**src/rtl/i2c_stat_pkg.sv**
```systemverilog
package i2c_stat_pkg;
    localparam int REG_W     = 8;
    localparam int BIT_AGC   = 7;
    localparam int BIT_BYTE  = 6;
    localparam int BIT_STOP  = 5;
    localparam int BIT_SEL   = 4;
    localparam int BIT_LOST  = 3;
    localparam int BIT_BUSY  = 2;
    localparam int BIT_TX    = 1;
    localparam int BIT_ACK   = 0;

    localparam logic [REG_W-1:0] STICKY_MASK = 8'hF9;
    localparam logic [REG_W-1:0] IRQ_MASK    = 8'hF8;
    localparam logic [REG_W-1:0] HOLD_MASK   = 8'hD8;

    typedef struct packed {
        logic addr_ack;
        logic gcall;
        logic byte_done;
        logic stop;
        logic selected;
        logic arb_lost;
        logic ack;
    } ev_t;
endpackage

```
**src/rtl/i2c_stat_evsel.sv**
```systemverilog
module i2c_stat_evsel
    import i2c_stat_pkg::*;
(
    input  logic             is_master,
    input  ev_t              ev_i,
    output logic [REG_W-1:0] set_o
);
    always_comb begin
        set_o           = '0;
        set_o[BIT_AGC]  = is_master ? ev_i.addr_ack : ev_i.gcall;
        set_o[BIT_BYTE] = ev_i.byte_done;
        set_o[BIT_STOP] = ev_i.stop;
        set_o[BIT_SEL]  = ev_i.selected;
        set_o[BIT_LOST] = ev_i.arb_lost;
        set_o[BIT_ACK]  = ev_i.ack;
    end
endmodule

```
**src/rtl/i2c_stat_flag.sv**
```systemverilog
module i2c_stat_flag #(
    parameter logic RST_VAL = 1'b0
) (
    input  logic clk,
    input  logic rst_n,
    input  logic set_i,
    input  logic clr_i,
    output logic q_o
);
    typedef struct packed {
        logic flag;
    } flag_st_t;

    flag_st_t st_d, st_q;

    always_comb begin
        st_d = st_q;
        if (clr_i) st_d.flag = 1'b0;
        if (set_i) st_d.flag = 1'b1;
    end

    always_ff @(posedge clk or negedge rst_n) begin
        if (!rst_n) st_q <= '{flag: RST_VAL};
        else        st_q <= st_d;
    end

    assign q_o = st_q.flag;
endmodule

```
**src/rtl/i2c_stat_combine.sv**
```systemverilog
module i2c_stat_combine #(
    parameter int               W         = 8,
    parameter logic [W-1:0]     IRQ_MASK  = '0,
    parameter logic [W-1:0]     HOLD_MASK = '0
) (
    input  logic [W-1:0] flags_i,
    output logic         irq_o,
    output logic         hold_o
);
    always_comb begin
        irq_o  = |(flags_i & IRQ_MASK);
        hold_o = |(flags_i & HOLD_MASK);
    end
endmodule

```
**src/rtl/i2c_stat_reg.sv**
```systemverilog
module i2c_stat_reg
    import i2c_stat_pkg::*;
(
    input  logic             clk,
    input  logic             rst_n,
    input  logic             wr_en,
    input  logic [REG_W-1:0] wr_data,
    output logic [REG_W-1:0] rd_data,
    input  logic             is_master,
    input  logic             ev_addr_ack,
    input  logic             ev_gcall,
    input  logic             ev_byte_done,
    input  logic             ev_stop,
    input  logic             ev_selected,
    input  logic             ev_arb_lost,
    input  logic             ev_ack,
    input  logic             bus_busy,
    input  logic             is_tx,
    output logic             irq,
    output logic             scl_hold
);
    ev_t              ev;
    logic [REG_W-1:0] set_vec;
    logic [REG_W-1:0] clr_vec;
    logic [REG_W-1:0] sticky_q;

    always_comb begin
        ev.addr_ack  = ev_addr_ack;
        ev.gcall     = ev_gcall;
        ev.byte_done = ev_byte_done;
        ev.stop      = ev_stop;
        ev.selected  = ev_selected;
        ev.arb_lost  = ev_arb_lost;
        ev.ack       = ev_ack;
        clr_vec      = wr_en ? (~wr_data & STICKY_MASK) : '0;
    end

    i2c_stat_evsel u_evsel (
        .is_master (is_master),
        .ev_i      (ev),
        .set_o     (set_vec)
    );

    for (genvar i = 0; i < REG_W; i++) begin : g_bit
        if (STICKY_MASK[i]) begin : g_sticky
            i2c_stat_flag #(.RST_VAL(1'b0)) u_flag (
                .clk   (clk),
                .rst_n (rst_n),
                .set_i (set_vec[i]),
                .clr_i (clr_vec[i]),
                .q_o   (sticky_q[i])
            );
        end else begin : g_live
            assign sticky_q[i] = 1'b0;
        end
    end

    always_comb begin
        rd_data           = sticky_q;
        rd_data[BIT_BUSY] = bus_busy;
        rd_data[BIT_TX]   = is_tx;
    end

    i2c_stat_combine #(
        .W         (REG_W),
        .IRQ_MASK  (IRQ_MASK),
        .HOLD_MASK (HOLD_MASK)
    ) u_comb (
        .flags_i (sticky_q),
        .irq_o   (irq),
        .hold_o  (scl_hold)
    );
endmodule

```
**config.mk**
```make
export PLATFORM = sky130hd
export DESIGN_NAME = i2c_stat_reg
export DESIGN_NICKNAME = d
export VERILOG_FILES = /design/src/rtl/i2c_stat_pkg.sv /design/src/rtl/i2c_stat_evsel.sv /design/src/rtl/i2c_stat_flag.sv /design/src/rtl/i2c_stat_combine.sv /design/src/rtl/i2c_stat_reg.sv
export SDC_FILE = /design/constraint.sdc
export NUM_CORES = 1
export LEC_CHECK = 0
export ABC_AREA = 0
export BUFFER_PORTS_ARGS = -buffer_cell sky130_fd_sc_hd__buf_2
export CAP_MARGIN = 0
export CORE_AREA = 2 2 39 41
export CTS_BUF_LIST = sky130_fd_sc_hd__clkbuf_8
export CTS_CLUSTER_DIAMETER = 150
export CTS_CLUSTER_SIZE = 25
export DETAILED_ROUTE_END_ITERATION = 10
export DIE_AREA = 0 0 41 43
export GPL_ROUTABILITY_DRIVEN = 1
export SYNTH_ARGS = -nofsm -noshare
export SYNTH_HDL_FRONTEND = slang
export SYNTH_SLANG_ARGS = --single-unit
```
**constraint.sdc**
```tcl
create_clock -name clk -period 1.87 [get_ports clk]
set_input_delay 0.187 -clock clk [delete_from_list [all_inputs] [get_ports clk]]
set_output_delay 0.187 -clock clk [all_outputs]
set_load 0.01 [all_outputs]
```
==> run metrics, run 1 <==
Cell Rows=14; Cell Area, Synth=between 300 and 400 sq um; via count of the first global-routing pass=about 260; leading cell types in the layout, fill and taps excluded=sky130_fd_sc_hd__buf_2 (24), sky130_fd_sc_hd__nand2b_1 (6), sky130_fd_sc_hd__dfrtp_1 (6); Yosys top cell by area=sky130_fd_sc_hd__dfrtp_1; width of the die=between 40 and 50 um; total grt overflow=0; nets in the synthesized netlist=50; clock input transition at the sequential cells of the worst setup and hold paths=~0.040 ns; CP Max Fanout=3; Hold Violations, Final=0; worst slew margin relative to its limit=90.65%; Hold Worst Slack=0.1447 ns; beginning of the worst register-to-register path=g_bit[7].g_sticky.u_flag.q_o; Max H-tree Level=1; critical path class=reg2out; Mapped Avg Cell Area=11.05 sq um; DRT antenna net count=0; initial standard-cell utilization of the core=about 23%; number of cells traversed by the worst hold path=2; maximum clock insertion buffer count=2; instance count of the mapped netlist=29; worst min-delay path class=in2reg; pin count of the biggest net entering global routing=7; total routing resource utilization after global routing=under 10%; count of pins on the block boundary=31; initial antenna violation count=0; CTS Sinks=6; flip-flop and latch count after synthesis=6; number of clock buffers inserted by TritonCTS=3; peak supply drop=about 250 uV; RD Place Congestion=0.5256; height of the die=approximately 43 um; Lkg Pwr=around 0.21 nW; outcome=finished clean; leading cell types by total area after synthesis=sky130_fd_sc_hd__dfrtp_1 (47%), sky130_fd_sc_hd__buf_4 (19%), sky130_fd_sc_hd__nand2b_1 (12%); layout cell share with drive strength beyond 1=about three fifths; end of the worst register-to-register path=g_bit[7].g_sticky.u_flag.q_o; total of max-cap violations=0; Critical Path Source Type=register; register-to-register setup slack=1.04 ns; worst hold start=ev_ack; portion of the clock cycle consumed by the worst path in the final layout=88.69%; DRC violations left=0; insertion delay to the later sink of the worst-skew pair=0.22 ns; placed instance area=roughly 400 sq um; Syn-to-layout area delta=41.02%; P per Cell Area=856.9 nW/um^2; final instance area=451.7 sq um; area share of the largest cell type after synthesis=approximately 47%; worst clock skew on the final layout=0 ns; post-detailed-route wirelength per cell=10.00 um; warnings from Yosys=0; Final Setup Violations=0; TritonCTS clock tree=yes; layout net count=72; final count of pins violating max slew=0; transition time at the pin with the least slew margin=around 0.14 ns; Hold Path End=g_bit[0].g_sticky.u_flag.q_o; multi-input gate area in the final layout=between 100 and 150 sq um; dpl cells=61; DRC violation total after the first TritonRoute iteration=1; non-filler cells, final=65; min cycle time layout=between 1.5 and 2 ns; storage element area=roughly 150 sq um; sequential fraction of the synthesis area=a little under half; critical path data required time=approximately 1.7 ns; setup repair after global routing missed its margin=false; crit path capture type=output pin; global-route wire length before repair=1055 um; Vias=roughly 270; most common cell after layout, fill and taps aside=sky130_fd_sc_hd__buf_2; buffer count from post-CTS setup fixing=0; Power Total=a little under 400 uW; number of distinct library cells after synthesis=9; total wirelength of the detailed-routed design=650 um; number of buffer cells added on primary ports=24; sum of negative setup slack=0 ns; mean number of vias per cell=between 4 and 5; buffer cell driving the clock tree root=sky130_fd_sc_hd__clkbuf_8; First-pass DRT Iterations=2; Inserted Diodes=0; CORE AREA=between 1000 and 1500 sq um; max reg flops=6; Fmax=between 600 and 700 MHz; arrival time of the worst setup path=1.47 ns; depth of the worst register-to-register path=1; full die area=between 1500 and 2000 sq um; Filler Cells Inserted=roughly 150
-- metrics by stage --
stage / setup WS, ns / utilization (%)
after floorplan: 0.5047 / -
after global placement: 0.4359 / 28.93
after detailed placement: 0.4388 / 28.93
after CTS: 0.2004 / 32.64
after global routing: 0.1369 / 32.64
final: 0.2114 / 32.64
-- worst max-delay path by stage --
stage                                       from  end  slack, ns  cells past startpoint
floorplan           g_bit[4].g_sticky.u_flag.q_o  irq       0.50                      2
global placement    g_bit[4].g_sticky.u_flag.q_o  irq       0.44                      3
detailed placement  g_bit[4].g_sticky.u_flag.q_o  irq       0.44                      3
CTS                 g_bit[4].g_sticky.u_flag.q_o  irq       0.20                      3
global route        g_bit[4].g_sticky.u_flag.q_o  irq       0.14                      3
finish              g_bit[4].g_sticky.u_flag.q_o  irq       0.21                      3
-- cell type report --
cell class              count  share of cell area (%)
clock buffers               3                   9.141
flip-flops and latches      6                   33.24
multi-input cells          15                   24.38
repair buffers             25                   28.81
well taps                  16                   4.432
-- worst max-delay path, stage by stage (launching register included) --
cell and delay [ns]:
sky130_fd_sc_hd__dfrtp_1 0.38, sky130_fd_sc_hd__or4_4 0.53, sky130_fd_sc_hd__or2_1 0.21, sky130_fd_sc_hd__buf_2 0.13
-- metal layers --
layer / up-vias / track usage, % / part of all wire (%)
met5: - / 0 / 0
met4: 0 / 8.000 / 2.6
met3: 2 / 6.283 / 11
met2: 17 / 13.75 / 46
met1: 118 / 9.508 / 40
li1: 131 / - / -
-- report_power, final --
part           internal (mW)  switching [mW]
logic                 0.0292          0.0198
registers              0.140         0.00657
clock network          0.138          0.0534
total                  0.307          0.0798
-- timing repair --
action | CTS | global route
gates resized for setup | 0 | 0
setup endpoints to repair | 0 | 0
hold buffers | 1 | 0
hold endpoints to repair | 6 | 0
-- cells in the mapped netlist, drive strengths merged --
cell    number
a21o         5
a221o        1
buf          8
dfrtp        6
nand2b       6
nor2b        1
or2          1
or4          1
-- logic make-up (layout without fill, tap and decap cells) --
| family | count (synthesis) | in the layout | synth area share (%) |
|---|---|---|---|
| AOI/OAI and AO/OA | 6 | 6 | 15.24 |
| buffers and inverters | 8 | 28 | 18.75 |
| DFF | 6 | 6 | 46.87 |
| and+or+nand+nor | 9 | 9 | 19.14 |
(Power assumes the default switching activity.)
==> run 2: changes to the inputs <==
RECOVER_POWER = 25   (was unset)
==> run 2 against run 1 <==
Against the previous run:
- critical path type unchanged
- clock skew did not move
- clock power barely moved
- wire length fell by 0.92%
- maximum frequency hardly changed
- die area stayed put
- first-iteration DRC count stayed put
==> run metrics, run 2 (synthesis gave the netlist of run 1 again) <==
via count of the first global-routing pass=263 (unchanged); insertion delay to the later sink of the worst-skew pair=0.22 ns (about the same); count of pins on the block boundary=31 (unchanged); total wirelength of the detailed-routed design=644 um (-0.92%); DRT antenna net count=0 (unchanged); number of buffer cells added on primary ports=24 (unchanged); P per Cell Area=859.7 nW/um^2 (+0.33%); mean number of vias per cell=4.092 (-0.75%); Final Setup Violations=0 (unchanged); TritonCTS clock tree=yes; min cycle time layout=1.659 ns (-0.000002000 ns); DRC violation total after the first TritonRoute iteration=1 (unchanged); beginning of the worst register-to-register path=g_bit[7].g_sticky.u_flag.q_o; DRC violations left=0 (unchanged); maximum clock insertion buffer count=2 (unchanged); critical path data required time=1.68 ns (about the same); post-detailed-route wirelength per cell=9.908 um (-0.92%); full die area=1763 sq um (unchanged); critical path class=reg2out; worst hold start=ev_ack; register-to-register setup slack=1.04 ns (about the same); buffer cell driving the clock tree root=sky130_fd_sc_hd__clkbuf_8; peak supply drop=251.7 uV (about the same); Hold Path End=g_bit[0].g_sticky.u_flag.q_o; worst setup timing slack at the placement stage=0.4388 ns (unchanged); Vias=266 (-0.75%); end of the worst register-to-register path=g_bit[7].g_sticky.u_flag.q_o; buffer count from post-CTS setup fixing=0 (unchanged); storage element area=150.1 sq um (unchanged); worst min-delay path class=in2reg; First-pass DRT Iterations=2 (unchanged); depth of the worst register-to-register path=1 (unchanged); arrival time of the worst setup path=1.47 ns (about the same); number of cells traversed by the worst hold path=2 (unchanged); portion of the clock cycle consumed by the worst path in the final layout=88.69% (about the same); initial antenna violation count=0 (unchanged); final count of pins violating max slew=0 (unchanged); width of the die=41 um (unchanged); post-cts resize count=0 (unchanged); total routing resource utilization after global routing=9.798% (unchanged); clock input transition at the sequential cells of the worst setup and hold paths=0.04 ns (about the same); Syn-to-layout area delta=40.63%; sum of negative setup slack=0 ns (unchanged); layout net count=72 (unchanged); Fmax=602.9 MHz (about the same); pin count of the biggest net entering global routing=7 (unchanged); most common cell after layout, fill and taps aside=sky130_fd_sc_hd__buf_2; Max H-tree Level=1 (unchanged); Cell Rows=14 (unchanged); layout cell share with drive strength beyond 1=57.14% (-2.0 points); RD Place Congestion=0.5256 (unchanged); leading cell types in the layout, fill and taps excluded=sky130_fd_sc_hd__buf_2 (23), sky130_fd_sc_hd__nand2b_1 (6), sky130_fd_sc_hd__dfrtp_1 (6); total grt overflow=0 (unchanged); Lkg Pwr=0.2095 nW (-1.3%); total of max-cap violations=0 (unchanged); number of clock buffers inserted by TritonCTS=3 (unchanged); Hold Violations, Final=0 (unchanged); Inserted Diodes=0 (unchanged); initial standard-cell utilization of the core=23.15% (unchanged); outcome=finished clean; setup repair after global routing missed its margin=false; transition time at the pin with the least slew margin=0.3239 ns (+0.1837 ns); worst clock skew on the final layout=0 ns (unchanged); worst slew margin relative to its limit=78.40% (-12 points); height of the die=43 um (unchanged); multi-input gate area in the final layout=110.1 sq um (unchanged); global-route wire length before repair=1055 um (unchanged); Critical Path Source Type=register; CORE AREA=1384 sq um (unchanged); crit path capture type=output pin; Filler Cells Inserted=153 (+0.66%); final setup slack of the worst path=0.2114 ns (+0.000002000 ns); max reg flops=6 (unchanged); hold bufs inserted after CTS=1 (unchanged); CP Max Fanout=3 (unchanged); CTS Sinks=6 (unchanged)
-- run 2: changes by cell type in the layout (fill, tap and decap cells not counted) --
cell	previous run	this run
sky130_fd_sc_hd__buf_2	24	23
sky130_fd_sc_hd__clkbuf_1	0	1
-- run 2: worst max-delay path, stage by stage, from the launching register on --
cell and delay [ns]:
sky130_fd_sc_hd__dfrtp_1 0.38, sky130_fd_sc_hd__or4_4 0.53, sky130_fd_sc_hd__or2_1 0.21, sky130_fd_sc_hd__buf_2 0.13
-- run 2: worst max path at each step --
stage,start,end,cells past startpoint
after floorplan,g_bit[4].g_sticky.u_flag.q_o,irq,2
after global placement,g_bit[4].g_sticky.u_flag.q_o,irq,3
after detailed placement,g_bit[4].g_sticky.u_flag.q_o,irq,3
after CTS,g_bit[4].g_sticky.u_flag.q_o,irq,3
after global routing,g_bit[4].g_sticky.u_flag.q_o,irq,3
final,g_bit[4].g_sticky.u_flag.q_o,irq,3
-- run 2: layout make-up --
| type | count | share of cell area, % |
|---|---|---|
| Multi-Input combinational cell | 15 | 24.44 |
| Timing Repair Buffer | 25 | 28.61 |
| Clock buffer | 3 | 9.167 |
| Sequential cell | 6 | 33.33 |
| Tap cell | 16 | 4.444 |
-- run 2: metrics by stage --
stage               power, mW  std cells  cell area [sq um]  hold WS (ns)  util, %
finish                 0.3872         65              450.4        0.1442    32.55
global route           0.4137         65              450.4        0.1415    32.55
CTS                    0.3963         65              451.7        0.1409    32.64
detailed placement     0.1972         61              400.4       0.01990    28.93
global placement       0.1960         61              400.4       0.02028    28.93
floorplan              0.1825         29              320.3       -0.1086        -
-- run 2: power by group --
group | switching [mW] | leakage, nW | total (mW) | internal, mW
clock | 0.0539 | 0.0216 | 0.192 | 0.138
combinational | 0.0198 | 0.128 | 0.0487 | 0.0289
sequential | 0.00657 | 0.0604 | 0.147 | 0.140
total | 0.0803 | 0.210 | 0.387 | 0.307
-- run 2: per-layer routing --
metal	share of wire, %	vias up	global-route usage, %
met4	2.6	0	8.000
li1	-	131	-
met2	47	17	13.75
met3	11	2	6.283
met1	39	116	9.508
met5	0	-	0
